$ cat src/rtl/sfir_pkg.sv
package sfir_pkg;

  // Bits needed to hold an index into n entries (at least one).
  function automatic int idx_bits(input int n);
    return (n > 1) ? $clog2(n) : 1;
  endfunction

  // Full-precision accumulator width: product plus headroom for the taps.
  function automatic int acc_bits(input int dw, input int cw, input int taps);
    return dw + cw + idx_bits(taps);
  endfunction

endpackage

$ cat src/rtl/sfir_issue.sv
module sfir_issue import sfir_pkg::*; #(
  parameter int F = 2
) (
  input  logic clk,
  input  logic rst,
  input  logic in_valid_i,
  output logic in_ready_o,
  output logic accept_o
);
  localparam int GW = idx_bits(F);

  logic [GW-1:0] gap_q;

  assign in_ready_o = (gap_q == '0);
  assign accept_o   = in_valid_i && in_ready_o;

  // After an accepted sample, hold off for F-1 clocks so each cell
  // finishes its F sequential products before the next token arrives.
  always_ff @(posedge clk) begin
    if (rst) begin
      gap_q <= '0;
    end else if (accept_o) begin
      gap_q <= GW'(F - 1);
    end else if (gap_q != '0) begin
      gap_q <= gap_q - 1'b1;
    end
  end

  if (F > 1) begin : g_gap_chk
    p_ready_gap_r4: assert property (@(posedge clk) disable iff (rst)
      accept_o |=> !in_ready_o);
  end

endmodule

$ cat src/rtl/sfir_cell.sv
module sfir_cell import sfir_pkg::*; #(
  parameter int DW   = 12,
  parameter int CW   = 12,
  parameter int AW   = 27,
  parameter int F    = 2,
  parameter int BASE = 0,
  parameter int ADW  = 3
) (
  input  logic                 clk,
  input  logic                 rst,
  input  logic                 go_i,
  input  logic signed [DW-1:0] samp_i,
  input  logic signed [AW-1:0] sum_i,
  input  logic                 coef_we_i,
  input  logic [ADW-1:0]       coef_addr_i,
  input  logic signed [CW-1:0] coef_data_i,
  output logic                 go_o,
  output logic signed [DW-1:0] spill_o,
  output logic signed [AW-1:0] sum_o,
  output logic                 done_o,
  output logic                 active_o
);
  localparam int PW  = DW + CW;
  localparam int PHW = idx_bits(F);

  logic signed [DW-1:0] hist [F];
  logic signed [CW-1:0] coef [F];
  logic [F-1:0]         tok;
  logic                 run;
  logic [PHW-1:0]       ph;
  logic signed [PW-1:0] prod;
  logic                 pv, pfirst, plast;
  logic signed [AW-1:0] acc;
  logic                 done;
  logic signed [DW-1:0] spill;
  logic signed [DW-1:0] mul_x;
  logic signed [CW-1:0] mul_c;

  // Operand select: one fixed pair when unfolded, else the current phase.
  if (F == 1) begin : g_single
    assign mul_x = hist[0];
    assign mul_c = coef[0];
  end else begin : g_multi
    assign mul_x = hist[ph];
    assign mul_c = coef[ph];
  end

  always_ff @(posedge clk) begin
    if (rst) begin
      for (int i = 0; i < F; i++) begin
        hist[i] <= '0;
        coef[i] <= '0;
      end
      tok    <= '0;
      run    <= 1'b0;
      ph     <= '0;
      prod   <= '0;
      pv     <= 1'b0;
      pfirst <= 1'b0;
      plast  <= 1'b0;
      acc    <= '0;
      done   <= 1'b0;
      spill  <= '0;
    end else begin
      // Token delay line: the neighbour starts F clocks after this cell.
      tok[0] <= go_i;
      for (int i = 1; i < F; i++) tok[i] <= tok[i-1];

      // Local sample window; the dropped oldest sample feeds the neighbour.
      if (go_i) begin
        hist[0] <= samp_i;
        for (int i = 1; i < F; i++) hist[i] <= hist[i-1];
        spill <= hist[F-1];
      end

      // Multiplier stage, one tap per clock, registered before the adder.
      pv <= run;
      if (run) begin
        prod   <= mul_x * mul_c;
        pfirst <= (ph == '0);
        plast  <= (ph == PHW'(F - 1));
        ph     <= ph + 1'b1;
        if (ph == PHW'(F - 1)) run <= 1'b0;
      end
      if (go_i) begin
        run <= 1'b1;
        ph  <= '0;
      end

      // Adder stage: the first product of a group picks up the upstream sum.
      done <= pv && plast;
      if (pv) begin
        acc <= (pfirst ? sum_i : acc) + {{(AW-PW){prod[PW-1]}}, prod};
      end

      for (int j = 0; j < F; j++) begin
        if (coef_we_i && (32'(coef_addr_i) == 32'(BASE + j))) coef[j] <= coef_data_i;
      end
    end
  end

  assign go_o     = tok[F-1];
  assign spill_o  = spill;
  assign sum_o    = acc;
  assign done_o   = done;
  assign active_o = run || pv || (|tok);

  // A new token must never cut into an unfinished product group.
  p_no_overlap_r4: assert property (@(posedge clk) disable iff (rst)
    go_i |-> (!run || ph == PHW'(F - 1)));

  // Coefficients may only change while this cell is quiet.
  p_write_idle_r7: assert property (@(posedge clk) disable iff (rst)
    coef_we_i |-> !active_o);

endmodule

$ cat src/rtl/sfir_fold.sv
module sfir_fold import sfir_pkg::*; #(
  parameter  int TAPS  = 8,
  parameter  int FOLD  = 2,
  parameter  int DW    = 12,
  parameter  int CW    = 12,
  localparam int AW    = acc_bits(DW, CW, TAPS),
  localparam int ADW   = idx_bits(TAPS)
) (
  input  logic                 clk,
  input  logic                 rst,
  input  logic                 in_valid,
  output logic                 in_ready,
  input  logic signed [DW-1:0] in_data,
  input  logic                 coef_we,
  input  logic [ADW-1:0]       coef_addr,
  input  logic signed [CW-1:0] coef_data,
  output logic                 out_valid,
  output logic signed [AW-1:0] out_data
);
  localparam int CELLS = TAPS / FOLD;

  logic                 accept;
  logic                 busy;
  logic                 we_eff;
  logic [CELLS:0]       go;
  logic [CELLS-1:0]     done;
  logic [CELLS-1:0]     act;
  logic signed [DW-1:0] samp  [CELLS+1];
  logic signed [AW-1:0] sum_w [CELLS+1];
  logic                 unused_tail;

  sfir_issue #(.F(FOLD)) u_issue (
    .clk        (clk),
    .rst        (rst),
    .in_valid_i (in_valid),
    .in_ready_o (in_ready),
    .accept_o   (accept)
  );

  assign go[0]    = accept;
  assign samp[0]  = in_data;
  assign sum_w[0] = '0;
  assign busy     = |act;
  assign we_eff   = coef_we && !busy && !accept;

  for (genvar k = 0; k < CELLS; k++) begin : g_cell
    sfir_cell #(
      .DW(DW), .CW(CW), .AW(AW), .F(FOLD), .BASE(k * FOLD), .ADW(ADW)
    ) u_cell (
      .clk         (clk),
      .rst         (rst),
      .go_i        (go[k]),
      .samp_i      (samp[k]),
      .sum_i       (sum_w[k]),
      .coef_we_i   (we_eff),
      .coef_addr_i (coef_addr),
      .coef_data_i (coef_data),
      .go_o        (go[k+1]),
      .spill_o     (samp[k+1]),
      .sum_o       (sum_w[k+1]),
      .done_o      (done[k]),
      .active_o    (act[k])
    );
  end

  assign out_valid   = done[CELLS-1];
  assign out_data    = sum_w[CELLS];
  assign unused_tail = ^{samp[CELLS], go[CELLS], done};

  // An accepted sample keeps the chain busy, which blocks writes.
  p_busy_after_accept_r7: assert property (@(posedge clk) disable iff (rst)
    accept |=> busy);

  if (FOLD > 1) begin : g_spacing
    p_out_spacing_r3: assert property (@(posedge clk) disable iff (rst)
      out_valid |=> !out_valid);
  end

endmodule

$ cat config.mk
export PLATFORM = sky130hd
export DESIGN_NAME = sfir_fold
export DESIGN_NICKNAME = d
export VERILOG_FILES = /design/src/rtl/sfir_pkg.sv /design/src/rtl/sfir_issue.sv /design/src/rtl/sfir_cell.sv /design/src/rtl/sfir_fold.sv
export SDC_FILE = /design/constraint.sdc
export NUM_CORES = 2
export LEC_CHECK = 0
export ABC_AREA = 1
export ABC_CLOCK_PERIOD_IN_PS = 11480
export BUFFER_PORTS_ARGS = -buffer_cell sky130_fd_sc_hd__buf_2
export CAP_MARGIN = 0
export CORE_MARGIN = 2
export CORE_UTILIZATION = 60
export DETAILED_ROUTE_END_ITERATION = 7
export HOLD_SLACK_MARGIN = 0.1
export PLACE_DENSITY = 0.81
export SLEW_MARGIN = 20
export SYNTH_ARGS = -nofsm -noshare
export SYNTH_HDL_FRONTEND = slang
export SYNTH_HIERARCHICAL = 1
export SYNTH_SLANG_ARGS = --single-unit
export TNS_END_PERCENT = 30
$ cat constraint.sdc
create_clock -name clk -period 11.48 [get_ports clk]
set_clock_uncertainty 0.2 [all_clocks]
set_input_delay 1.148 -clock clk [delete_from_list [all_inputs] [get_ports clk]]
set_output_delay 1.148 -clock clk [all_outputs]
set_load 0.1 [all_outputs]
; Word level (Yosys, flattened, before mapping)
; Memories as Yosys holds them, arrays and structs flattened. A register that Yosys moved wholly into a read port is not among the register bits.
; Cells that the tools add are included.
[word_totals]
ff_bits = 231
ram_bits = 192
in_bits = 31
out_inout_bits = 29
elab_cells = 200
memories = 8
[mem_list]
columns = name, words, width, rd, rd_ports_with_merged_regs, wr, line_no
row1 = g_cell[0].u_cell.coef, 2, 12, 1, 1, 2, sfir_cell.sv:27  ; logic signed [CW-1:0] coef [F];
row2 = g_cell[0].u_cell.hist, 2, 12, 3, 2, 2, sfir_cell.sv:26  ; logic signed [DW-1:0] hist [F];
row3 = g_cell[1].u_cell.coef, 2, 12, 1, 1, 2, sfir_cell.sv:27
row4 = g_cell[1].u_cell.hist, 2, 12, 3, 2, 2, sfir_cell.sv:26
row5 = g_cell[2].u_cell.coef, 2, 12, 1, 1, 2, sfir_cell.sv:27
row6 = g_cell[2].u_cell.hist, 2, 12, 3, 2, 2, sfir_cell.sv:26
row7 = +2 memories, -, -, -, -, -, -
[classes]
addsub = 9
multipliers = 4
eq_ne = 7
n_mux = 88
bitwise_logic = 21
reduce_logical = 32
[ops]
columns = operator, n
row1 = $mux 12, 16
row2 = $add 27x27->27, 4
row3 = $mux 27, 4
row4 = $mul 12x12->24, 4
row5 = $mux 1, 68
row6 = $or 1x1->1, 16
row7 = $reduce_or 2->1, 8
row8 = $eq 3x3->1 const B, 4
row9 = $logic_and 1x1->1, 12
row10 = $logic_or 1x1->1, 8
row11 = $eq 3x2->1 const B, 2
row12 = $not 1->1, 5
row13 = $add 1x1->1 const B, 4
row14 = $reduce_or 4->1, 1
row15 = $eq 3x1->1 const B, 1
row16 = $logic_not 3->1, 1
row17 = $logic_not 1->1, 2
row18 = $sub 1x1->1 const B, 1

; Depth between registers and ports, before layout
[depth]
ltp_word = 11
mapped_depth = 30
ltp_nobuf = 29

; Modules after synthesis
; The synthesis kept the hierarchy.
[by_module_without_submodules]
columns = mod, n_inst, cells_per_inst, area_each_um2, seq_area_each_um2
row1 = sfir_cell at g_cell[1].u_cell, 1, 1789, 12823.5, 2882.8
row2 = sfir_cell at g_cell[0].u_cell, 1, 1801, 12737.2, 2882.8
row3 = sfir_cell at g_cell[2].u_cell, 1, 1771, 12684.7, 2882.8
row4 = sfir_cell at g_cell[3].u_cell, 1, 1726, 12598.3, 2882.8
row5 = sfir_issue, 1, 5, 40.0, 20.0
row6 = sfir_fold, 1, 7, 28.8, 0.0

; Worst setup path after synthesis
; Ideal clock, no wire load.
[synth_timing]
kind = flip-flop to flip-flop
startpoint = register with a tool-made name
endpoint = register g_cell[0].u_cell.prod[21]
setup_time_ns = 0.109
arrival_ns = 5.136
required_time_ns = 11.171
path_slack_ns = 6.035
stages_incl_launch_ff = 28
n_path_buf = 2
synth_period_minus_slack_ns = 5.445
cell_sequence = dfxtp_1 -> buf_2 -> buf_4 -> nand2_1 -> o21ai_1 -> nor2_1 -> inv_1 -> fa_1 -> inv_1 -> fa_1 -> inv_1 -> fa_1 -> inv_1 -> fa_1 -> inv_1 -> fa_1 -> inv_1 -> ha_1 -> nand2_1 -> nor2_1 -> inv_1 -> nor2_1 -> nor3_1 -> nand2_1 -> nand2_1 -> nand3_1 -> nand2_1 -> inv_1
[synth_rtl]
columns = item, line_no
row1 = "end signal, assigned", sfir_cell.sv:79  ; prod <= mul_x * mul_c;
row2 = "end, declared", sfir_cell.sv:31  ; logic signed [PW-1:0] prod;

==> run metrics <==
vias after detailed routing=43575; I/O pin count=60; initial antenna violation count=3; total placed instance area=51770 sq um; post-route cell area=53680 sq um; global-route wire length before repair=225000 um; critical path's top delay family=adder cells; Least-Margin Pin Slew=1.155 ns; element type at the critical path end=flip-flop; post-route ant nets=0; routed length on met3=9443 um; longest individual stage delay on the worst path=0.96 ns; setup repair after global routing missed its margin=false; Yosys warning total=6; total internal power=4.873 mW; final period demand of the worst path=6.501 ns; fill cell total of the finished layout=7331; Max-Slew Margin vs Limit=22.15%; Clk pin slew, worst setup/hold paths=0.06 ns; Tot Pwr=9.491 mW; placed wire-length estimate after detailed placement=between 100000 and 150000 um; floorplan die area=86300 sq um; library cell appearing most often on the critical path=sky130_fd_sc_hd__fa_1; arrival time at the worst endpoint=6.83 ns; CTS sink count=about 460; number of H-tree branching levels=2; switching power as a share of total power=48.66%; Final Setup Violations=0; grt ovf=0; smallest hold slack=0.2255 ns; clock tree from TritonCTS=done; critical path fanouts, max=47; final wirelength=137600 um; type of the worst min-delay path=reg2reg; number of buffer and inverter stages on the critical path=4; count of mapped cells out of synthesis=7047; leakage dissipation=28.47 nW; crit-path cells=buf_4 -> o21ai_0 -> inv_1 -> nand2_1 -> fa_1 -> fa_1 -> fa_1 -> fa_1 -> fa_1 -> inv_1 -> ha_1 -> a21oi_1 -> o21ai_0 -> nor2_1 -> nand3_1 -> nand2_1 -> nand3_1 -> nand2_1 -> inv_1; CTS root buf=sky130_fd_sc_hd__clkbuf_16; routability congestion estimate=0.9738; largest net degree at the start of global routing=between 80 and 90; Max-Cap Viols=0; outcome=finished, final reports clean; cts repair resizes=0; switching power summed over all nets=4.618 mW; overall die height=293.8 um; post-layout util=64.34%; layout cell share with drive strength beyond 1=5.276%; DRC marker count from the first detailed-route iteration=3294; Avg WL per Cell=16.76 um; sort of element at the start of the critical path=flip-flop; netlist area before placement=50380 sq um; Post-Route Setup TNS=0 ns; Total Routing Usage GR=between 30 and 40%; routed length on met1=54180 um; IR drop worst, VDD=372.9 uV; portion of total power attributed to the clock network=around a fifth; final number of max-transition violations=0; maximum count of clock buffers along a single path=3; portion of total power attributed to combinational logic=61.2%; final hold violation count=0; Antenna diodes=0; master of the slowest instance on the critical path=sky130_fd_sc_hd__o21ai_0; chip width=293.8 um; hold buffer count at CTS=0; top metal layer carrying routed signals=met5; clock latency of the later-clocked register in the worst-skew pair=0.63 ns; area delta synth->final=6.547%; number of nets in the final layout=roughly 8000; final cycle utilization of the critical path=56.63%; number of vias per cell=5.309; number of port buffers=between 50 and 60; Max Fclk=153.8 MHz; number of detailed-route iterations in the first pass=7; register share of total power=around a fifth; area of the placeable core=83420 sq um; mean instance size in the synthesized netlist=between 7 and 8 sq um; detailed route wirelength on metal2=65760 um; effective utilization at floorplan=60.39%; DRC errors left=0; kind of critical path=reg2reg; Setup Fix Bufs, Post-CTS=0; vias in the first global route=44212; number of buffers created by CTS=56; ratio of total power to cell area=around 180 nW/um^2; Worst Path Required=11.81 ns; number of placement rows=about 110
==> final timing paths <==
| check | start | end | cells past startpoint | slack, ns |
|---|---|---|---|---|
| setup / recovery | flip-flop | g_cell[1].u_cell/prod[22] | 19 | 4.98 |
| hold / removal | g_cell[3].u_cell/tok[0] | g_cell[3].u_cell/tok[1] | 2 | 0.23 |
| setup reg to reg | flip-flop | g_cell[1].u_cell/prod[22] | 19 | 4.98 |
| hold reg to reg | g_cell[3].u_cell/tok[0] | g_cell[3].u_cell/tok[1] | 2 | 0.23 |
==> flip-flops by register name, indices dropped and copies added (netlist names), 4 cells and up, named ones only <==
| register | cells |
|---|---|
| g_cell.u_cell/coef | 96 |
| g_cell.u_cell/hist | 96 |
| g_cell.u_cell/pfirst | 4 |
| g_cell.u_cell/ph | 4 |
| g_cell.u_cell/prod | 96 |
| g_cell.u_cell/pv | 4 |
| g_cell.u_cell/run | 4 |
| g_cell.u_cell/spill_o | 36 |
| g_cell.u_cell/sum_o | 108 |
| g_cell.u_cell/tok | 8 |
==> cell usage in the layout (no fill, tap or decap), types with 7 or more instances in the layout <==
| cell | n |
|---|---|
| sky130_fd_sc_hd__a21o_1 | 14 |
| sky130_fd_sc_hd__a21oi_1 | 248 |
| sky130_fd_sc_hd__and2_4 | 7 |
| sky130_fd_sc_hd__buf_2 | 58 |
| sky130_fd_sc_hd__buf_4 | 41 |
| sky130_fd_sc_hd__clkbuf_1 | 7 |
| sky130_fd_sc_hd__clkbuf_16 | 60 |
| sky130_fd_sc_hd__clkinv_1 | 30 |
| sky130_fd_sc_hd__clkinvlp_4 | 7 |
| sky130_fd_sc_hd__conb_1 | 27 |
| sky130_fd_sc_hd__dfxtp_1 | 271 |
| sky130_fd_sc_hd__edfxtp_1 | 192 |
| sky130_fd_sc_hd__fa_1 | 556 |
| sky130_fd_sc_hd__ha_1 | 312 |
| sky130_fd_sc_hd__inv_1 | 1752 |
| sky130_fd_sc_hd__inv_2 | 54 |
| sky130_fd_sc_hd__nand2_1 | 1606 |
| sky130_fd_sc_hd__nand2_2 | 32 |
| sky130_fd_sc_hd__nand3_1 | 347 |
| sky130_fd_sc_hd__nand3_2 | 13 |
| sky130_fd_sc_hd__nand4_1 | 67 |
| sky130_fd_sc_hd__nor2_1 | 789 |
| sky130_fd_sc_hd__nor2_2 | 27 |
| sky130_fd_sc_hd__nor3_1 | 21 |
| sky130_fd_sc_hd__nor3_2 | 8 |
| sky130_fd_sc_hd__o211ai_1 | 13 |
| sky130_fd_sc_hd__o21ai_0 | 335 |
| sky130_fd_sc_hd__o21ai_1 | 42 |
| sky130_fd_sc_hd__o21ai_2 | 17 |
| sky130_fd_sc_hd__o21bai_1 | 19 |
| sky130_fd_sc_hd__xnor2_1 | 21 |
| sky130_fd_sc_hd__xor2_1 | 58 |
==> routing by layer <==
layer / global-route usage (%) / up-vias
met2: 56.62 / 1541
met5: 0 / -
met1: 40.27 / 20452
met3: 4.932 / 420
met4: 16.75 / 2
li1: - / 21160
==> metrics by stage <==
step,cells,setup slack [ns]
floorplan,7073,6.036
global placement,8102,5.046
detailed placement,8102,4.928
CTS,8207,4.925
global route,8207,4.673
finish,8207,4.979
==> worst reg2reg max path: cells and delay by family, from the launching register on <==
kind            cells  cell delay (ns)
compound gates      3             1.48
fa+ha+maj           6             2.99
buf+inv             4             0.79
flops               1             0.30
simple gates        6             0.65
==> power groups by stage <==
| stage | clock (mW) | combinational, mW | sequential, mW |
|---|---|---|---|
| 2_1_floorplan | 0 | 4.28 | 1.87 |
| 3_3_place_gp | 0 | 5.65 | 1.90 |
| 3_5_place_dp | 0 | 5.75 | 1.91 |
| 4_1_cts | 1.83 | 5.79 | 1.87 |
| 5_1_grt | 1.89 | 6.66 | 1.88 |
| 6_report | 1.81 | 5.81 | 1.87 |
==> layout make-up <==
class,instances,area (sq um),share of cell area [%]
clock buffers,75,1625,3.028
clock inverters,30,271.5,0.5058
inverters,1833,6880,12.82
multi-input cells,4626,31750,59.15
flip-flops and latches,463,11190,20.85
well taps,1080,1351,2.517
repair buffers,100,609.3,1.135
Note: power is estimated with default switching activity, not from simulation.
